## config.mk

```make
export PLATFORM = sky130hd
export DESIGN_NAME = debug_lock_gate
export DESIGN_NICKNAME = d
export VERILOG_FILES = /design/src/rtl/debug_lock_gate.sv
export SDC_FILE = /design/constraint.sdc
export NUM_CORES = 1
export LEC_CHECK = 0
export BUFFER_PORTS_ARGS = -buffer_cell sky130_fd_sc_hd__buf_2
export CAP_MARGIN = 25
export CORE_MARGIN = 4
export CORE_UTILIZATION = 28
export CTS_CLUSTER_DIAMETER = 50
export CTS_CLUSTER_SIZE = 14
export DETAILED_ROUTE_END_ITERATION = 12
export GPL_ROUTABILITY_DRIVEN = 0
export PLACE_DENSITY = 0.91
export SLEW_MARGIN = 15
export SYNTH_ARGS = -nofsm -noshare
export SYNTH_HDL_FRONTEND = slang
export SYNTH_SLANG_ARGS = --single-unit
```

## constraint.sdc

```tcl
create_clock -name clk -period 1.35 [get_ports clk]
set_input_delay 0.2025 -clock clk [delete_from_list [all_inputs] [get_ports clk]]
set_output_delay 0.2025 -clock clk [all_outputs]
set_load 0.01 [all_outputs]
```

## src/rtl/debug_lock_gate.sv

```systemverilog
module debug_lock_gate #(
  parameter int NUM_OPT = 8,
  parameter int IDX_W   = 4,
  parameter int DATA_W  = 32
) (
  input  logic              clk,
  input  logic              rst_n,
  input  logic              lock_init,
  input  logic              opt_cmd_valid,
  input  logic              opt_cmd_set,
  input  logic [IDX_W-1:0]  opt_cmd_idx,
  input  logic              erase_pin,
  input  logic              erase_done,
  input  logic              dbg_req,
  input  logic              dbg_we,
  input  logic [DATA_W-1:0] dbg_tgt_rdata,
  output logic              dbg_gnt,
  output logic [DATA_W-1:0] dbg_rdata,
  output logic              dbg_deny,
  input  logic              prg_req,
  input  logic              prg_we,
  input  logic [DATA_W-1:0] prg_tgt_rdata,
  output logic              prg_gnt,
  output logic [DATA_W-1:0] prg_rdata,
  output logic              prg_deny,
  output logic              lock_o,
  output logic [NUM_OPT-1:0] opt_bits_o
);
  localparam int NPORT = 2;

  logic [NUM_OPT-1:0] opt_q, opt_d;
  logic pin_q, armed_q, erase_clr;

  assign lock_o     = opt_q[0];
  assign opt_bits_o = opt_q;

  assign erase_clr = erase_done & erase_pin & armed_q;

  always_comb begin
    opt_d = opt_q;
    if (erase_clr) opt_d[0] = 1'b0;
    for (int i = 0; i < NUM_OPT; i++) begin
      if (opt_cmd_valid && (int'(opt_cmd_idx) == i)) begin
        if (opt_cmd_set) opt_d[i] = 1'b1;
        else if (i != 0) opt_d[i] = 1'b0;
      end
    end
  end

  always_ff @(posedge clk) begin
    if (!rst_n) begin
      opt_q    <= '0;
      opt_q[0] <= lock_init;
      pin_q    <= 1'b0;
      armed_q  <= 1'b0;
    end else begin
      opt_q <= opt_d;
      pin_q <= erase_pin;
      if (!erase_pin)          armed_q <= 1'b0;
      else if (!pin_q)         armed_q <= 1'b1;
      else if (erase_done)     armed_q <= 1'b0;
    end
  end

  logic [NPORT-1:0] req, we, gnt, deny_q;
  logic [DATA_W-1:0] tgt_rd [NPORT];
  logic [DATA_W-1:0] rd     [NPORT];

  assign req       = {prg_req, dbg_req};
  assign we        = {prg_we, dbg_we};
  assign tgt_rd[0] = dbg_tgt_rdata;
  assign tgt_rd[1] = prg_tgt_rdata;

  for (genvar p = 0; p < NPORT; p++) begin : g_port
    assign gnt[p] = req[p] & ~lock_o;
    assign rd[p]  = lock_o ? '0 : tgt_rd[p];
    always_ff @(posedge clk) begin
      if (!rst_n) deny_q[p] <= 1'b0;
      else        deny_q[p] <= req[p] & ~we[p] & lock_o;
    end
  end

  assign dbg_gnt   = gnt[0];
  assign prg_gnt   = gnt[1];
  assign dbg_rdata = rd[0];
  assign prg_rdata = rd[1];
  assign dbg_deny  = deny_q[0];
  assign prg_deny  = deny_q[1];
endmodule

```

; Word-level counts from Yosys, hierarchy flattened
; Cells that the tools add are included.
[classes]
add_sub_neg = 0
mul = 0
n_div = 0
order_cmp = 0
n_eq_ne = 8
shifts = 0
n_mux = 9
bitwise = 11
reduce_logical = 10
[op_table]
columns = cell, n
row1 = 32-bit 2-to-1 mux, 2
row2 = "4-bit == test, second input constant", 4
row3 = 1-bit bitwise AND, 8
row4 = "4-bit by 3-bit == test with 1-bit output, second input constant", 2
row5 = 1-bit logical AND, 8
row6 = 1-bit 2-to-1 mux, 7
row7 = "4-bit by 2-bit == test with 1-bit output, second input constant", 1
row8 = 4-bit zero test, 1
row9 = 1-bit NOT, 3
row10 = "2-bit != test, second input constant", 1
row11 = 2-bit AND reduction, 1
[word_totals]
register_bits = 12
latchBits = 0
ram_bits = 0
rom_bits = 0
inputBits = 79
out_inout_bits = 77
wordCells = 50
memories = 0

; Logic depth before layout (Yosys ltp)
; Gate-level depths: netlist of run 1.
[logic_depth]
word_depth = 6
mapped_depth = 3
depth_no_buf = 3

; Least setup slack after synthesis of run 1
; Ideal clock, no wire load.
[synth_timing]
path_kind = register -> output
from = register opt_q[0] (netlist: opt_bits_o[0])
to = output dbg_rdata[19]
t_arrival_ns = 0.954
t_required_ns = 1.148
setup_slack_ns = 0.193
stages_incl_launch_ff = 3
n_path_buf = 1
cell_sequence = dfxtp_1 -> clkbuf_1 -> and2b_1
[synth_via]
elab_chain_cells = 1
[synth_lines]
columns = element, line
row1 = start: declaration, 31  ; logic [NUM_OPT-1:0] opt_q, opt_d;
row2 = start signal: assignment, 53  ; opt_q[0] <= lock_init;
row3 = start signal: assignment, 57  ; opt_q <= opt_d;
row4 = 32-bit 2-to-1 mux, 76  ; assign rd[p] = lock_o ? '0 : tgt_rd[p];
row5 = end: declaration, 18  ; output logic [DATA_W-1:0] dbg_rdata,
; No other way between the ends.

; Worst setup path after layout of run 1
[layout_timing]
from = register opt_q[0] (netlist: opt_bits_o[0])
to = output dbg_rdata[15]
; Same word-level chain as after synthesis.

==> results of run 1 <==
## through the flow
step	TNS [ns]	worst slack, ns
floorplan	0	0.1933
global placement	0	0.2472
detailed placement	0	0.2258
CTS	0	0.007449
global route	-0.1863	-0.03038
finish	0	0.03937
## report_power, final
| part | total, W | switching [W] | internal (W) |
|---|---|---|---|
| sequential | 0.000381 | 0.0000148 | 0.000366 |
| combinational | 0.000623 | 0.000302 | 0.000321 |
| clock | 0.000215 | 0.000112 | 0.000103 |
## logic make-up after synthesis
| kind of cell | count (synthesis) |
|---|---|
| simple gates | 92 |
| buf+inv | 9 |
| compound gates | 2 |
| flops | 12 |
| mux | 8 |
## final cells by class
| class | count | area, um2 |
|---|---|---|
| clock buffer | 3 | 22.52 |
| fill | 302 | 1299 |
| multi-input combinational | 102 | 659.4 |
| sequential | 12 | 244.0 |
| tap | 44 | 55.05 |
| timing repair buffer | 159 | 848.3 |
## registers in the layout, indices dropped and copies added, names as in the netlist
| name | cells |
|---|---|
| armed_q | 1 |
| pin_q | 1 |
| opt_bits_o | 8 |
| dbg_deny | 1 |
| prg_deny | 1 |
## critical path: cells and delay by family (launching register included)
| family | cells | cell delay, ns |
|---|---|---|
| simple gates | 1 | 0.13 |
| buf+inv | 2 | 0.32 |
| flops | 1 | 0.39 |
## how the worst max path moves through the flow
| stage | depth (start not counted) | slack, ns | endpoint |
|---|---|---|---|
| final | 3 | 0.04 | dbg_rdata[15] |
| after global routing | 3 | -0.03 | dbg_gnt |
| after CTS | 3 | 0.007 | dbg_gnt |
| after detailed placement | 3 | 0.23 | prg_rdata[15] |
| after global placement | 3 | 0.25 | prg_rdata[15] |
| after floorplan | 2 | 0.19 | dbg_rdata[19] |
## routing by layer
metal / part of all wire, % / up-vias / global-route usage, %
li1: - / 693 / -
met1: 35 / 564 / 18.11
met2: 53 / 75 / 31.85
met3: 11 / 5 / 5.782
met4: 0.88 / 0 / 5.838
met5: 0 / - / 0
## cells in the final DEF (no fill, tap or decap), drive strengths merged
| cell | Yosys | layout |
|---|---|---|
| mux2i | 7 | 7 |
| nand3 | 3 | 3 |
| mux2 | 1 | 1 |
| clkbuf | 5 | 4 |
| a32o | 1 | 1 |
| dfxtp | 12 | 12 |
| nor4 | 1 | 1 |
| nor2b | 66 | 66 |
| nor2 | 1 | 1 |
| a21boi | 1 | 1 |
| and2b | 2 | 2 |
| nand2b | 1 | 1 |
| and2 | 1 | 1 |
| buf | 4 | 158 |
| nand2 | 11 | 11 |
| nor3b | 4 | 4 |
| nand4 | 2 | 2 |
## repair_timing
action | in CTS | in global routing
gates resized for setup | 2 | 0
setup buffers | 0 | 1
cloned | 0 | 1
setup endpoints to repair | 58 | 55
==> flow_summary.ini, run 1 <==
[min_path]
min_to = dbg_deny
hold_class = input pin to flip-flop
hold_path_depth = 2
hp-start = dbg_we

[yosys]
synth_compound_area_share_pct = 1.854
yosys.cell_count.top_type = nor2b_1
netlist_area_um2 = 944.7
yosys.area_share.adder_pct = 0
netlist_instances = 123
synthSimpleGateAreaFrac_pct = 58.68
seq_area_frac_synth_pct = 25.43
yosysTopAreaCell = nor2b_1
dominantRegCellSynth = dfxtp_1
synth_top_family_by_area = simple AND/OR/NAND/NOR gates
synth_edf_count = 0
synthDistinctLibCells = 20
synth.area.top_cells = nor2b_1 (44%), dfxtp_1 (25%), mux2i_1 (7.4%), nand2_1 (4.4%), nor3b_1 (2.4%)
synth_async_sr_flop_share_pct = 0
yosysWarnings = 0
synth_top_area_share_pct = 43.71
synthMuxAreaShare_pct = 9.007
syn-num-nets = 202
synth_xor_area_share_pct = 0
ys_ff_latch = 12
synth_area_per_cell_um2 = 7.680
yosys-top-cells-count = nor2b_1 (66), dfxtp_1 (12), nand2_1 (11), mux2i_1 (7), clkbuf_1 (4)

[final_layout]
drive_above_1_share_pct = 60.14
diodes = 0
final_cells = 320
fin_nets = 357
fin_util_pct = 58.48
finalInstanceArea_um2 = 1829
syn2layout_area_growth_pct = 93.64

[floorplan]
start_util_pct = 30.20
io_pins = 156
fp-row-count = 20
dieArea_um2 = 4367
die-width_um = 66.09
core-area_um2 = 3128
die_h_um = 66.09

[timing]
tightestPinTransition_ns = 0.3342
hold_violations = 0
skew_ns = 0.001078
fmax_mhz = 763.0
min_period_ns = 1.311
slew_headroom_pct = 77.51
rsz0062_at_grt = true
fin_hold_ws_ns = 0.08772
drv_slew = 0
setup-violations-final = 0
period_share_pct = 97.08

[critical_path]
regToRegStartpoint = armed_q
path_max_fanout = 8
crit_path_top_delay_cell = dfxtp_4
cp-start-kind = flip-flop
required_ns = 1.15
startpoint = opt_bits_o[0]
crit_chain = buf_4, nor2b_1, buf_2
r2r_setup_slack_ns = 0.37
r2r_cells = 3
r2r_end = opt_bits_o[0]
arrival_ns = 1.11
endpoint_kind = primary output
max_stage_delay_ns = 0.39
path_class = flip-flop to primary output

[cts]
clock_path_buffers = 2
clk_latency_ns = 0.27
cts-root-buf = clkbuf_4
clock-sinks = 12
cts_max_level = 1
cts_tree = built
cts_buffers = 3
clkTransAtPathRegs_ns = 0.07
hold_buffers = 0

[grt]
gr-total-overflow = 0
grt_pass1_vias = 1304
grt_max_degree = 33
grtUsageTotal_pct = 17.30
grt_pass1_wl_um = 5947
antenna_found_initial = 0

[power]
p_leak_nw = 1.074
fin_total_pwr_w = 0.001219
ir_drop_uv = 456.4
powerDensity_nw_per_um2 = 666.5

[routing]
dr.pass1.iters = 4
postRouteAntennaNets = 0
routed_wl_um = 4184
route.vias.total = 1337
wire_per_inst_um = 13.08
via_per_inst = 4.178
drt_iter0_markers = 62
drcViolationCount = 0

[placed_design]
io_buffers = 155
placed_area_um2 = 1769
post-dp-hpwl_um = 3603
dp.cells = 315

[flow_run]
maxCapViolCount = 0

[status]
status = finished, final reports clean
Note: power is estimated with default switching activity, not from simulation.
==> inputs of run 2 (changes only) <==
--- a/config.mk
+++ b/config.mk
@@ -5,15 +5,17 @@
 export SDC_FILE = /design/constraint.sdc
 export NUM_CORES = 1
 export LEC_CHECK = 0
+export ABC_AREA = 1
 export BUFFER_PORTS_ARGS = -buffer_cell sky130_fd_sc_hd__buf_2
 export CAP_MARGIN = 25
 export CORE_MARGIN = 4
-export CORE_UTILIZATION = 28
+export CORE_UTILIZATION = 31
 export CTS_CLUSTER_DIAMETER = 50
 export CTS_CLUSTER_SIZE = 14
 export DETAILED_ROUTE_END_ITERATION = 12
 export GPL_ROUTABILITY_DRIVEN = 0
-export PLACE_DENSITY = 0.91
+export PLACE_DENSITY = 0.9
+export REMOVE_ABC_BUFFERS = 1
 export SLEW_MARGIN = 15
 export SYNTH_ARGS = -nofsm -noshare
 export SYNTH_HDL_FRONTEND = slang
==> flow_summary.ini, run 2 <==
[final_layout]
fin_nets = 447
largest_reg_flops = 8
mostFrequentLayoutCells = buf_2 (155), inv_1 (76), nor2_1 (72), nand2_1 (21), dfxtp_1 (11)
diodes = 0
drive_above_1_share_pct = 47.54
n_fill_cell = 359
final_common_cell = buf_2
final_cells = 414
fin_util_pct = 54.79
syn2layout_area_growth_pct = 70.89

[grt]
gr-total-overflow = 0
antenna_found_initial = 0
grtUsageTotal_pct = 17.37
grt_pass1_wl_um = 6975
grt_pass1_vias = 1592
grt_max_degree = 42

[placed_design]
pre_cts_ws_ns = 0.3051
post-dp-hpwl_um = 3664
io_buffers = 155
dp.cells = 411

[timing]
slew_headroom_pct = 85.24
fin_hold_ws_ns = 0.1300
rsz0062_at_grt = false
min_period_ns = 1.254
fin_ws_ns = 0.09586
hold_violations = 0
period_share_pct = 92.90
drv_slew = 0
fmax_mhz = 797.4
setup-violations-final = 0
tightestPinTransition_ns = 0.2194
skew_ns = 0.001151

[routing]
drcViolationCount = 0
via_per_inst = 3.944
drt_iter0_markers = 40
dr.pass1.iters = 4
route.vias.total = 1633
postRouteAntennaNets = 0
routed_wl_um = 4155
wire_per_inst_um = 10.04

[yosys]
netlist_area_um2 = 1165
synth_async_sr_flop_share_pct = 0
yosys-top-cells-count = inv_1 (76), nor2_1 (72), nand2_1 (21), dfxtp_1 (12), nor2_4 (10)
yosysWarnings = 0
synthDistinctLibCells = 16
seq_area_frac_synth_pct = 20.62
synth_top_area_share_pct = 24.49
dominantRegCellSynth = dfxtp_1
yosys.cell_count.top_type = inv_1
ys_ff_latch = 12
synth.area.top_cells = inv_1 (24%), nor2_1 (23%), dfxtp_1 (21%), nor2_4 (9.7%), nand2_1 (6.8%)
synth_edf_count = 0
netlist_instances = 216
yosysTopAreaCell = inv_1
synth_area_per_cell_um2 = 5.393

[cts]
clkTransAtPathRegs_ns = 0.05
cts_setup_buffers = 0
clk_latency_ns = 0.23
clock-sinks = 12
hold_buffers = 0
cts_max_level = 1
cts-resized-gates = 0
cts_tree = built
cts_buffers = 3
clock_path_buffers = 2
cts-root-buf = clkbuf_8

[power]
intPower_w = 0.0008507
power_frac_comb_pct = 48.1
pwr-share-clk_pct = 23.4
pwr-share-seq_pct = 28.5
switching_share_pct = 35.57
p_leak_nw = 1.445
powerDensity_nw_per_um2 = 663.3
switching_power_w = 0.0004697
ir_drop_uv = 502.6
fin_total_pwr_w = 0.001320

[floorplan]
die-width_um = 69.30
dieArea_um2 = 4802
die_h_um = 69.30
core-area_um2 = 3633
io_pins = 156
start_util_pct = 32.06
fp-row-count = 22

[critical_path]
r2r_setup_slack_ns = 0.33
crit_path_top_delay_cell = dfxtp_2
regToRegStartpoint = opt_bits_o[0]
required_ns = 1.15
max_stage_delay_ns = 0.37
cp-start-kind = flip-flop
r2r_end = dbg_deny
path_max_fanout = 29
endpoint_kind = primary output
r2r_cells = 3
crit_chain = buf_12, nor2_1, buf_2
arrival_ns = 1.05
path_class = flip-flop to primary output

[min_path]
min_to = dbg_deny
hold_path_depth = 2
hold_class = input pin to flip-flop
hp-start = dbg_we

[flow_run]
maxCapViolCount = 0

[status]
status = finished, final reports clean
==> run 2: cell count changes after synthesis, sizes merged, moves of 2 or more <==
cell	delta
nor2	+83
inv	+76
nor2b	-66
nand2	+10
mux2i	-7
buf	+6
clkbuf	-5
nor3b	-4
a21oi	+3
and2b	-2
nand3	+2
nand4	-2
o21ai	+2
==> run 2: per-stage QoR <==
stage               setup TNS (ns)  area, um2
CTS                              0       1991
detailed placement               0       1949
global route                     0       1991
finish                           0       1991
global placement                 0       1949
floorplan                   -70.91       1072
==> run 2: cells by family after synthesis <==
logic type	Yosys count	synth area share, %
AND/OR/NAND/NOR	113	44.79
buffers and inverters	86	32.44
flip-flops	12	20.62
AO/OA/AOI/OAI	5	2.148
==> run 2: area by class of cell <==
class	count	area (um2)	share of cell area [%]
Inverter	76	285.3	14.33
Sequential cell	12	241.5	12.13
Clock buffer	3	41.29	2.074
Timing Repair Buffer	157	815.8	40.98
Multi-Input combinational cell	118	546.8	27.47
Tap cell	48	60.06	3.017
==> run 2: worst max path at each step <==
stage,start,to,depth (start not counted)
finish,opt_bits_o[0],prg_rdata[17],3
global route,opt_bits_o[0],dbg_rdata[26],3
CTS,opt_bits_o[0],prg_rdata[17],3
detailed placement,opt_bits_o[0],dbg_deny,3
global placement,opt_bits_o[0],prg_rdata[25],3
floorplan,opt_bits_o[0],dbg_deny,2
==> run 2: power groups by stage <==
stage | clock network [W] | logic [W] | registers, W
finish | 0.000309 | 0.000635 | 0.000377
global route | 0.000335 | 0.000711 | 0.000377
CTS | 0.000324 | 0.000646 | 0.000376
detailed placement | 0 | 0.000644 | 0.000383
global placement | 0 | 0.000630 | 0.000383
floorplan | 0 | 0.000262 | 0.000436
==> run 2: per-layer routing <==
layer	global-route usage [%]	up-vias	wire [um]
met5	0	-	0
met1	17.33	666	1546
met4	5.206	0	61
met2	33.79	79	2134
met3	5.362	7	413
li1	-	881	-
==> run 2: worst max-delay path: cells and delay by family, from the launching register on <==
kind	cells	cell delay, ns
buf+inv	2	0.37
flops	1	0.37
simple gates	1	0.07
==> inputs of run 3 (changes only) <==
--- a/config.mk
+++ b/config.mk
@@ -8,13 +8,14 @@
 export ABC_AREA = 1
 export BUFFER_PORTS_ARGS = -buffer_cell sky130_fd_sc_hd__buf_2
 export CAP_MARGIN = 25
-export CORE_MARGIN = 4
+export CORE_MARGIN = 10
 export CORE_UTILIZATION = 31
 export CTS_CLUSTER_DIAMETER = 50
 export CTS_CLUSTER_SIZE = 14
 export DETAILED_ROUTE_END_ITERATION = 12
 export GPL_ROUTABILITY_DRIVEN = 0
 export PLACE_DENSITY = 0.9
+export RECOVER_POWER = 100
 export REMOVE_ABC_BUFFERS = 1
 export SLEW_MARGIN = 15
 export SYNTH_ARGS = -nofsm -noshare
==> flow_summary.ini, run 3 (synthesis results as in run 2) <==
[critical_path]
arrival_ns = 1.06
cp-start-kind = flip-flop
crit_chain = clkbuf_16, nor2_1, clkbuf_1
crit_buf_inv = 2
max_stage_delay_ns = 0.35
endpoint_kind = primary output
r2r_cells = 3
crit_family = buffers and inverters
path_class = flip-flop to primary output
worst-path-stages = 3
crit_path_top_delay_cell = dfxtp_2
path_max_fanout = 25
required_ns = 1.15

[power]
ir_drop_uv = 574.2
fin_total_pwr_w = 0.001333
p_leak_nw = 1.299
powerDensity_nw_per_um2 = 678.9

[routing]
postRouteAntennaNets = 0
dr.pass1.iters = 4
routed_wl_um = 5435
wire_per_inst_um = 13.10
drcViolationCount = 0
via_per_inst = 4.002
route.vias.total = 1661
drt_iter0_markers = 21

[timing]
drv_slew = 0
slew_headroom_pct = 75.11
skew_ns = 0.0008048
rsz0062_at_grt = false
setup-violations-final = 0
period_share_pct = 93.72
tightestPinTransition_ns = 0.3734
min_period_ns = 1.265
hold_violations = 0
fmax_mhz = 790.4

[cts]
cts_setup_buffers = 0
clock_path_buffers = 2
clock-sinks = 12
cts_tree = built
clk_latency_ns = 0.23
cts_max_level = 1
cts-root-buf = clkbuf_8
cts_buffers = 3
clkTransAtPathRegs_ns = 0.05
hold_buffers = 0
cts-resized-gates = 0

[final_layout]
multi_input_area_um2 = 546.8
largest_reg_flops = 8
mostFrequentLayoutCells = buf_2 (78), inv_1 (76), nor2_1 (72), clkbuf_1 (42), clkbuf_2 (35)
final_cells = 415
register_area_um2 = 241.5
drive_above_1_share_pct = 36.24
syn2layout_area_growth_pct = 68.53
diodes = 0
final_common_cell = buf_2
n_fill_cell = 391
fin_nets = 448

[floorplan]
fp-row-count = 22
dieArea_um2 = 6610
start_util_pct = 31.82
core-area_um2 = 3661
io_pins = 156
die-width_um = 81.30
die_h_um = 81.30

[min_path]
hold_class = input pin to flip-flop
hold_path_depth = 2

[placed_design]
io_buffers = 155
dp.cells = 411
post-dp-hpwl_um = 4795

[grt]
gr-total-overflow = 0
grtUsageTotal_pct = 14.07
grt_max_degree = 51
antenna_found_initial = 0
grt_pass1_vias = 1642
grt_pass1_wl_um = 7562

[flow_run]
maxCapViolCount = 0

[status]
status = finished, final reports clean
[run 3: cell types whose count changed in the layout (fill, tap and decap cells not counted)]
cell	delta
buf_2	-77
clkbuf_16	+1
clkbuf_1	+42
clkbuf_2	+35
[run 3: worst paths after layout]
kind / from / endpoint / slack [ns]
worst max register to register: opt_bits_o[0] / prg_deny / 0.33
worst max-delay path: opt_bits_o[0] / prg_rdata[25] / 0.08
worst min register to register: pin_q / armed_q / 0.41
worst min-delay path: dbg_we / dbg_deny / 0.13
[run 3: report_power, final]
| part | total (W) | switching, W | internal, W |
|---|---|---|---|
| logic | 0.000648 | 0.000372 | 0.000276 |
| registers | 0.000378 | 0.0000102 | 0.000368 |
| clock network | 0.000306 | 0.000111 | 0.000195 |
[run 3: final cells by class]
type,count,share of cell area (%)
multi-input cells,118,27.85
inverters,76,14.53
repair buffers,158,40.15
clock buffers,3,2.103
flip-flops and latches,12,12.30
well taps,48,3.059
[run 3: worst register-to-register path: stages, from the launching register on]
cell and delay [ns]:
dfxtp_2 0.40, buf_12 0.21, inv_1 0.07, nor4_1 0.24
[run 3: per-stage QoR]
step / utilization (%) / hold WS, ns / TNS [ns] / setup WS [ns] / area [um2]
2_1_floorplan: - / 0.2799 / -70.91 / -1.103 / 1072
3_3_place_gp: 53.25 / 0.3687 / 0 / 0.3456 / 1949
3_5_place_dp: 53.25 / 0.3722 / 0 / 0.3177 / 1949
4_1_cts: 54.37 / 0.1242 / 0 / 0.06219 / 1991
5_1_grt: 53.62 / 0.1244 / 0 / 0.02099 / 1963
6_report: 53.62 / 0.1270 / 0 / 0.08482 / 1963
[run 3: routing by layer]
metal / wire length (um) / global-route usage, %
met2: 2874 / 25.83
met1: 1942 / 14.02
met5: 0 / 0
met4: 112 / 5.536
met3: 505 / 5.188
